**src/rtl/can_busint_ctrl.sv**
```systemverilog
module can_busint_ctrl #(
  parameter int CW        = 8,
  parameter int NERR      = 5,
  parameter int IDLE_BITS = 11,
  parameter int RX_INC    = 1,
  parameter int TX_INC    = 8
) (
  input  logic            clk,
  input  logic            rst_n,
  input  logic            cfg_valid,
  input  logic            enable_req,
  input  logic            autobaud,
  input  logic            bit_strobe,
  input  logic            rx_bit,
  input  logic [NERR-1:0] err_ev,
  input  logic            err_tx,
  output logic            active,
  output logic            bus_synced,
  output logic            sm_reset,
  output logic            cnt_lock,
  output logic [CW-1:0]   tec,
  output logic [CW-1:0]   rec,
  output logic [NERR-1:0] err_flags
);
  localparam int IW = $clog2(IDLE_BITS + 1);
  localparam logic [CW:0] CMAX = {1'b0, {CW{1'b1}}};

  logic [IW-1:0] run;

  function automatic logic [CW-1:0] sat_add(input logic [CW-1:0] a, input int inc);
    logic [CW:0] s;
    s = {1'b0, a} + (CW+1)'(inc);
    return (s > CMAX) ? CMAX[CW-1:0] : s[CW-1:0];
  endfunction

  assign cnt_lock = active & autobaud;

  always_ff @(posedge clk or negedge rst_n) begin
    if (!rst_n) begin
      active     <= 1'b0;
      bus_synced <= 1'b0;
      sm_reset   <= 1'b0;
      run        <= '0;
      tec        <= '0;
      rec        <= '0;
      err_flags  <= '0;
    end else begin
      sm_reset <= 1'b0;
      if (!active) begin
        bus_synced <= 1'b0;
        run        <= '0;
        if (enable_req && cfg_valid) begin
          active    <= 1'b1;
          sm_reset  <= 1'b1;
          tec       <= '0;
          rec       <= '0;
          err_flags <= '0;
        end
      end else if (!enable_req) begin
        active     <= 1'b0;
        bus_synced <= 1'b0;
        run        <= '0;
      end else begin
        if (!bus_synced && bit_strobe) begin
          if (!rx_bit)
            run <= '0;
          else if (run == IW'(IDLE_BITS - 1)) begin
            bus_synced <= 1'b1;
            run        <= '0;
          end else
            run <= run + 1'b1;
        end
        err_flags <= err_flags | err_ev;
        if (|err_ev && !autobaud) begin
          if (err_tx) tec <= sat_add(tec, TX_INC);
          else        rec <= sat_add(rec, RX_INC);
        end
      end
    end
  end
endmodule


```
**config.mk**
```make
export PLATFORM = sky130hd
export DESIGN_NAME = can_busint_ctrl
export DESIGN_NICKNAME = d
export VERILOG_FILES = /design/src/rtl/can_busint_ctrl.sv
export SDC_FILE = /design/constraint.sdc
export NUM_CORES = 1
export LEC_CHECK = 0
export BUFFER_PORTS_ARGS = -buffer_cell sky130_fd_sc_hd__buf_2
export CAP_MARGIN = 40
export CORE_MARGIN = 1
export CORE_UTILIZATION = 57
export CTS_CLUSTER_DIAMETER = 40
export CTS_CLUSTER_SIZE = 14
export DETAILED_ROUTE_END_ITERATION = 8
export PLACE_DENSITY = 0.89
export SLEW_MARGIN = 40
export SYNTH_ARGS = -nofsm -noshare
export SYNTH_HDL_FRONTEND = slang
export SYNTH_SLANG_ARGS = --single-unit
```
**constraint.sdc**
```tcl
create_clock -name clk -period 5.3 [get_ports clk]
set_clock_uncertainty 0.15 [all_clocks]
set_input_delay 0 -clock clk [delete_from_list [all_inputs] [get_ports clk]]
set_output_delay 0 -clock clk [all_outputs]
set_load 0.02 [all_outputs]
```
# Word-level counts from Yosys, hierarchy flattened
# Index checks and enable logic that the tools add are counted.
# W data, S select, Z words.
# word_totals
latch_bits	0
mem_count	0
inputBits	13
romBits	0
register_bits	28
ram_bits	0
# op_classes
mux	28
shifts	0
order_cmp	2
n_reduce_logical	11
bitwise	2
div_mod_pow	0
mul	0
addsub	3
eq_ne	8
# ops
operator	n
$mux W8	11
$mux W4	5
$gt A9 B8 Y1 const B	2
$mux W5	3
$add A8 B1 Y9 const B	1
$add A8 B4 Y9 const B	1
$mux W1	9
$reduce_and A4 Y1	2
$ne A2 B2 Y1 const B	3
$ne A3 B2 Y1 const B	2
$or A5 B5 Y5	1
$reduce_or A5 Y1	1
$add A4 B1 Y4 const B	1
$eq A4 B4 Y1 const B	1
$logic_and A1 B1 Y1	3
$ne A3 B3 Y1 const B	1
$reduce_and A3 Y1	1
$logic_not A1 Y1	2
$ne A2 B1 Y1 const B	1
$reduce_and A2 Y1	1
$reduce_bool A2 Y1	1
$and A1 B1 Y1	1

# Depth between registers and ports, before layout
# Gate-level depths: netlist (run 1).
# logic_depth
ltp_word	7
depth_mapped	6
ltp_nobuf	6

# Worst setup path after synthesis (run 1)
# No wires, ideal clock.
# synth_path
kind	reg-to-reg
from	reg rec[0]
to	reg rec[0]
t_arrival_ps	1739
setup_slack_ps	3268
synth_period_minus_slack_ps	2032
required_time_ps	5007
path_stages_with_launch	6
cell_sequence	dfrtp_1 -> ha_1 -> and3_2 -> or4b_1 -> o211ai_2 -> o221ai_2
# synth_via
elab_chain_len	7
# synth_lines
item	line	rtl
start, declared	22	output logic [CW-1:0] rec,
start signal, assigned	76	else rec <= sat_add(rec, RX_INC);
$add A8 B1 Y9 *	32	s = {1'b0, a} + (CW+1)'(inc);
$gt A9 B8 Y1	33	return (s > CMAX) ? CMAX[CW-1:0] : s[CW-1:0];
$mux W8 *	33	
$mux W8 *	75	if (err_tx) tec <= sat_add(tec, TX_INC);
$mux W8 *	74	if (|err_ev && !autobaud) begin
$mux W8 *	59	end else if (!enable_req) begin
$mux W8 *	49	if (!active) begin
# Mark *: on every way between the ends. The rest lies on a longest branch, timed or not. The select of a mux whose other input is x is not followed.
# A chain may end at the register's enable or synchronous reset.

# Final worst setup path (run 1)
# layout_path
from	reg active
to	reg tec[3]
# layout_via
elab_chain_len	2
# layout_lines
item	line	rtl
start, declared	17	output logic active,
start signal, assigned	40	active <= 1'b0;
start signal, assigned	53	active <= 1'b1;
start signal, assigned	60	active <= 1'b0;
$ne A2 B1 Y1 (no source line) (tied with other cells)	--	
$reduce_and A4 Y1 (no source line)	--	
end signal, assigned	75	
end, declared	21	output logic [CW-1:0] tec,
# Parallel ways exist; a longest one is shown, timed or not.

==> impl_results.md, run 1 <==
- Mapped Avg Cell Area: 9.60 sq um
- Global-route wire length before repair: 6960 um
- Worst flop-to-flop path startpoint: active$_DFF_PN0_
- Crit end category: flop
- Clk sink count: 26
- Worst r2r dst: tec[3]$_DFFE_PN0P_
- Crit start category: flop
- Die X: approximately 55 um
- Commonest non-fill, non-tap cell in the layout: buf_2
- Final worst-path cycle share: 48.4%
- Post-Place Cells: 229
- Critical Path End: tec[3]$_DFFE_PN0P_
- Vias per cell: around 6.3
- Setup CP Type: flop to flop
- Critical Path Start: active$_DFF_PN0_
- Post-route cell area: roughly 2000 sq um
- DRT Wirelength: 4120 um
- Remaining Overflow, GRT: 0
- Critical Path RT: around 5.4 ns
- Synth Flop Type: dfrtp_1
- Ys Warns: 0
- Minimum clock period: about 2.6 ns
- Fin nets: ~250
- Reg2Reg Depth: 5
- Die footprint: ~3000 sq um
- Initial antenna violation count: 0
- Area grow syn2layout: 25.9%
- Initial core utilization: 62.6%
- Maximum clock rate: 390 MHz
- Max-Cap Viols: 0
- FP Rows: 18
- #FFs+latches synth: 26
- RSZ-0062 raised after global routing: no
- Die H: between 50 and 60 um
- FF-to-FF setup slack: 2.74 ns
- Placer Congestion: 0.862
- Synth Cell Area: 1620 sq um
- TNS Setup: 0 ns
- Worst Hold Class: input pin to asynchronous set/reset pin
- Syn_nets: roughly 190
- Vias in the first global route: 1490
- Final Hold Viols: 0
- Ys async rst share: 100%
- ANT cells: 0
- H-tree depth: 1
- Cell Pwr Density: 194 nW/um^2
- DP Wirelength: approximately 2600 um
- Leading area contributor after synthesis: dfrtp_1
- Wire per inst: ~16 um
- Final cell count without fillers: 254
- Vias: ~1600
- IO buf count: 37
- Most frequent cells in the layout: buf_2 (37), dfrtp_1 (26), dlygate4sd3_1 (22)
- Number of fill cells: 152
- CTS buffer count: 3
- Overall power: 0.396 mW
- Post-CTS Resized: 0
- CTS root buffer: clkbuf_4
- Sequential area share after synthesis: 40.1%
- Worst-skew pair later-pin latency: 0.33 ns
- Cells after synthesis: roughly 170
- Total track usage: 28.4%
- Slew margin rel.: 60.5%
- Clock slew at reported path FFs: 0.15 ns
- Pins Over Slew Limit: 0
- Final setup vio count: 0
- Outcome: finished clean
- Synth top area cells: dfrtp_1 (40%), a21oi_1 (5.2%), ha_1 (4.6%)
- Initial DRC Count: 56
- Placed cell area: 1800 sq um
- Worst vdd ir: ~170 uV
- Bufs on Longest Clock Path: 2
- I/O Pins: 38
- Synth unique cells: 54
- Worst-Margin Slew: roughly 0.6 ns
- Critical-path maximum fanout: 14
- # DRC: 0
- Core Area: 2590 sq um
- CP Data Arrival Time: ~2.7 ns
- CTS tree: built
- Leakage: 0.957 nW
- Antenna viol nets, final: 0
- Synth top area share: 40.1%
- First-pass DRT Iterations: 4
- Layout cells sized above 1: 24.6%
- Number of synthesized flops with an enable pin: 0
- Largest net degree at the start of global routing: 27
Yosys cell counts (3+ instances only):
cell,instances
dfrtp_1,26
a21oi_1,17
nand2_1,12
inv_1,11
nor2_1,10
nand3_1,8
ha_1,6
nand2b_1,6
o21ai_1,5
a211oi_1,4
a31oi_1,3
buf_2,3
o21ai_0,3
area by class of cell:
class	instances	area [sq um]	share of cell area (%)
sequential	26	651	31.9
tap	30	37.5	1.84
clock buffer	3	22.5	1.10
multi-input combinational	124	881	43.1
inverter	12	45.0	2.21
timing repair buffer	59	405	19.9
timing repair:
action                                  in CTS  in global routing
hold endpoints to repair                    42                  0
hold buffers                                22                  0
endpoints found under the setup margin       0                  0
setup buffers                                0                  0
state kept, by name, indices dropped and copies added (netlist names):
| name | flops |
|---|---|
| err_flags | 5 |
| run | 4 |
| active | 1 |
| tec | 6 |
| rec | 8 |
| sm_reset | 1 |
| bus_synced | 1 |
through the flow:
step                hold slack (ns)  util [%]  setup slack [ns]
finish                       0.0324      78.8              2.74
global route                 0.0459      78.8              2.58
CTS                          0.0113      78.8              2.78
detailed placement           -0.118      69.5              3.22
global placement             -0.123      69.5              3.30
floorplan                    -0.446         -              3.27
worst min-delay path by stage:
| stage | start | to | slack (ns) |
|---|---|---|---|
| 2_1_floorplan | rst_n | active$_DFF_PN0_ | -0.45 |
| 3_3_place_gp | rst_n | rec[5]$_DFFE_PN0P_ | -0.12 |
| 3_5_place_dp | rst_n | rec[5]$_DFFE_PN0P_ | -0.12 |
| 4_1_cts | enable_req | run[1]$_DFFE_PN0P_ | 0.01 |
| 5_1_grt | enable_req | rec[0]$_DFFE_PN0P_ | 0.05 |
| 6_report | rst_n | rec[5]$_DFFE_PN0P_ | 0.03 |
metal layers:
layer	vias to the layer above	track usage (%)	wire, um
li1	744	-	-
met1	768	36.1	1700
met2	76	49.9	2120
met3	10	3.51	224
met4	0	9.64	74
met5	-	0	0
cells by family (layout without fill, tap and decap cells):
family	Yosys count	count (layout)	share of synthesized area, %
simple gates	58	58	22.2
xor+xnor	1	1	0.540
flops	26	26	40.1
buf+inv	19	74	5.55
fa+ha+maj	6	6	4.63
compound gates	58	58	26.2
mux	1	1	0.694
critical path, cell delays in order, from the launching register on:
cell and delay [ns]:
dfrtp_1 0.62, nand2_1 0.21, a2111oi_4 0.62, dlygate4sd3_1 0.67, a21oi_1 0.05, a31oi_1 0.14
power breakdown:
| part | total, mW | internal [mW] | switching (mW) |
|---|---|---|---|
| Sequential | 0.220 | 0.207 | 0.0132 |
| Combinational | 0.0893 | 0.0379 | 0.0513 |
| Clock | 0.0861 | 0.0267 | 0.0595 |
| Total | 0.396 | 0.272 | 0.124 |
Power figures use the tool's default switching activity.
==> run 2, diff against run 1 <==
--- a/config.mk
+++ b/config.mk
@@ -8,11 +8,11 @@
 export BUFFER_PORTS_ARGS = -buffer_cell sky130_fd_sc_hd__buf_2
 export CAP_MARGIN = 40
 export CORE_MARGIN = 1
-export CORE_UTILIZATION = 57
+export CORE_UTILIZATION = 48
 export CTS_CLUSTER_DIAMETER = 40
 export CTS_CLUSTER_SIZE = 14
 export DETAILED_ROUTE_END_ITERATION = 8
-export PLACE_DENSITY = 0.89
+export PLACE_DENSITY = 0.8
 export SLEW_MARGIN = 40
 export SYNTH_ARGS = -nofsm -noshare
 export SYNTH_HDL_FRONTEND = slang
==> constraint.sdc (replaced) <==
create_clock -name clk -period 2.05 [get_ports clk]
set_clock_uncertainty 0.15 [all_clocks]
set_input_delay 0 -clock clk [delete_from_list [all_inputs] [get_ports clk]]
set_output_delay 0 -clock clk [all_outputs]
set_load 0.02 [all_outputs]
==> impl_results.md, run 2 (synthesis results as in run 1) <==
- Biggest regs: rec x8, tec x6, err_flags x5
- I/O Pins: 38
- # DRC: 0
- Max reg flops: 8
- Final setup vio count: 0
- TNS Setup: 0 ns
- Max-Cap Viols: 0
- Cell Pwr Density: 554 nW/um^2
- Hold_buf cts: 18
- Global-route wire length before repair: 6520 um
- Post-route cell area: between 2000 and 2500 sq um
- Crit start category: flop
- Initial antenna violation count: 0
- Vias per cell: approximately 5.7
- CP Data Arrival Time: 1.97 ns
- Number of fill cells: 249
- Outcome: finished clean
- DRT Wirelength: 3920 um
- Register area: 651 sq um
- Worst-skew pair later-pin latency: 0.32 ns
- ANT cells: 0
- First-pass DRT Iterations: 4
- CTS buffer count: 3
- Final Hold Viols: 0
- Critical-path maximum fanout: 6
- Commonest non-fill, non-tap cell in the layout: buf_2
- Post-CTS Resized: 0
- Die footprint: 3610 sq um
- Number of post-CTS setup repair buffers: 0
- Final worst setup slack: around 0.12 ns
- Minimum clock period: roughly 1.9 ns
- Clock slew at reported path FFs: 0.15 ns
- RSZ-0062 raised after global routing: no
- Critical Path RT: approximately 2.1 ns
- Placed cell area: 1880 sq um
- Overall power: 1.17 mW
- Share of power burned in registers: a little under half
- Place WS: 0.154 ns
- CTS root buffer: clkbuf_4
- Core Area: 3130 sq um
- Largest net degree at the start of global routing: 27
- FP Rows: 20
- Slew margin rel.: between 60% and 70%
- Clock power share: a little under a third
- Switching pwr: 0.327 mW
- Bufs on Longest Clock Path: 2
- Die H: 60.1 um
- Crit end category: flop
- Final worst-path cycle share: 93.9%
- Biggest register: rec
- Worst-Margin Slew: roughly 0.57 ns
- Switching Share: 28.0%
- IO buf count: 37
- Worst vdd ir: 384 uV
- Initial DRC Count: 71
- Fin nets: roughly 250
- Internal Power: 0.841 mW
- Vias: 1561
- Area grow syn2layout: 30.1%
- Final cell count without fillers: 273
- Antenna viol nets, final: 0
- Initial core utilization: 51.8%
- Total track usage: 24.2%
- Placer Congestion: 0.786
- Core Util, Final: 67.4%
- H-tree depth: 1
- CTS tree: built
- Layout cells sized above 1: 27.9%
- Worst Hold Class: input pin to flop
- Most frequent cells in the layout: buf_2 (37), dfrtp_1 (26), dlygate4sd3_1 (18)
- Leakage: 0.985 nW
- Vias in the first global route: 1405
- Wire per inst: 14.4 um
- Maximum clock rate: 519 MHz
- Clk sink count: 26
- Setup CP Type: flop to flop
- Combinational share of power: 21.5%
- Remaining Overflow, GRT: 0
- Multi-input logic area: 881 sq um
- Post-Place Cells: approximately 250
- Pins Over Slew Limit: 0
- Die X: 60.1 um
- DP Wirelength: 2630 um
- Hold WS: about 0.015 ns
run 2: changes by cell type in the layout (fill, tap and decap cells not counted), sizes merged:
cell / previous run / this run
bufinv: 0 / 1
dlygate4sd3: 22 / 18
buf: 37 / 45
run 2: power groups by stage:
stage                     registers, mW  clock network (mW)  logic, mW
after global routing              0.563               0.382      0.278
after CTS                         0.558               0.352      0.246
after floorplan                   0.598                   0     0.0932
final                             0.559               0.358      0.252
after detailed placement          0.568                   0      0.213
after global placement            0.566                   0      0.209
run 2: area by class of cell:
class                           instances  share of cell area [%]
Clock buffer                            3                    1.07
Clock inverter                          1                    1.42
Sequential cell                        26                    30.8
Tap cell                               44                    2.61
Inverter                               12                    2.14
Multi-Input combinational cell        124                    41.8
Timing Repair Buffer                   63                    20.2
run 2: per-layer routing:
layer  global-route usage [%]  part of all wire (%)  vias up  routed length, um
li1                         -                     -      751                  -
met1                     34.5                    46      750               1790
met3                     2.81                   4.1       12                161
met2                     36.9                    48       48               1870
met5                        0                     0        -                  0
met4                     9.97                   2.7        0                104
run 2: critical path: stages, from the launching register on:
cell and delay (ns):
dfrtp_1 0.41, ha_1 0.21, and3_2 0.23, or4b_1 0.52, o211ai_2 0.16, o221ai_2 0.13
run 2: final timing paths:
| path | startpoint | end | slack [ns] | cells past startpoint |
|---|---|---|---|---|
| min | err_tx | rec[7]$_DFFE_PN0P_ | 0.02 | 5 |
| max in group asynchronous | rst_n | err_flags[2]$_DFFE_PN0P_ | 1.34 | 2 |
| max reg2reg | rec[0]$_DFFE_PN0P_ | rec[0]$_DFFE_PN0P_ | 0.12 | 5 |
| max | rec[0]$_DFFE_PN0P_ | rec[0]$_DFFE_PN0P_ | 0.12 | 5 |
| min reg2reg | run[3]$_DFFE_PN0P_ | run[3]$_DFFE_PN0P_ | 0.41 | 1 |
| min in group asynchronous | rst_n | tec[4]$_DFFE_PN0P_ | 0.03 | 2 |
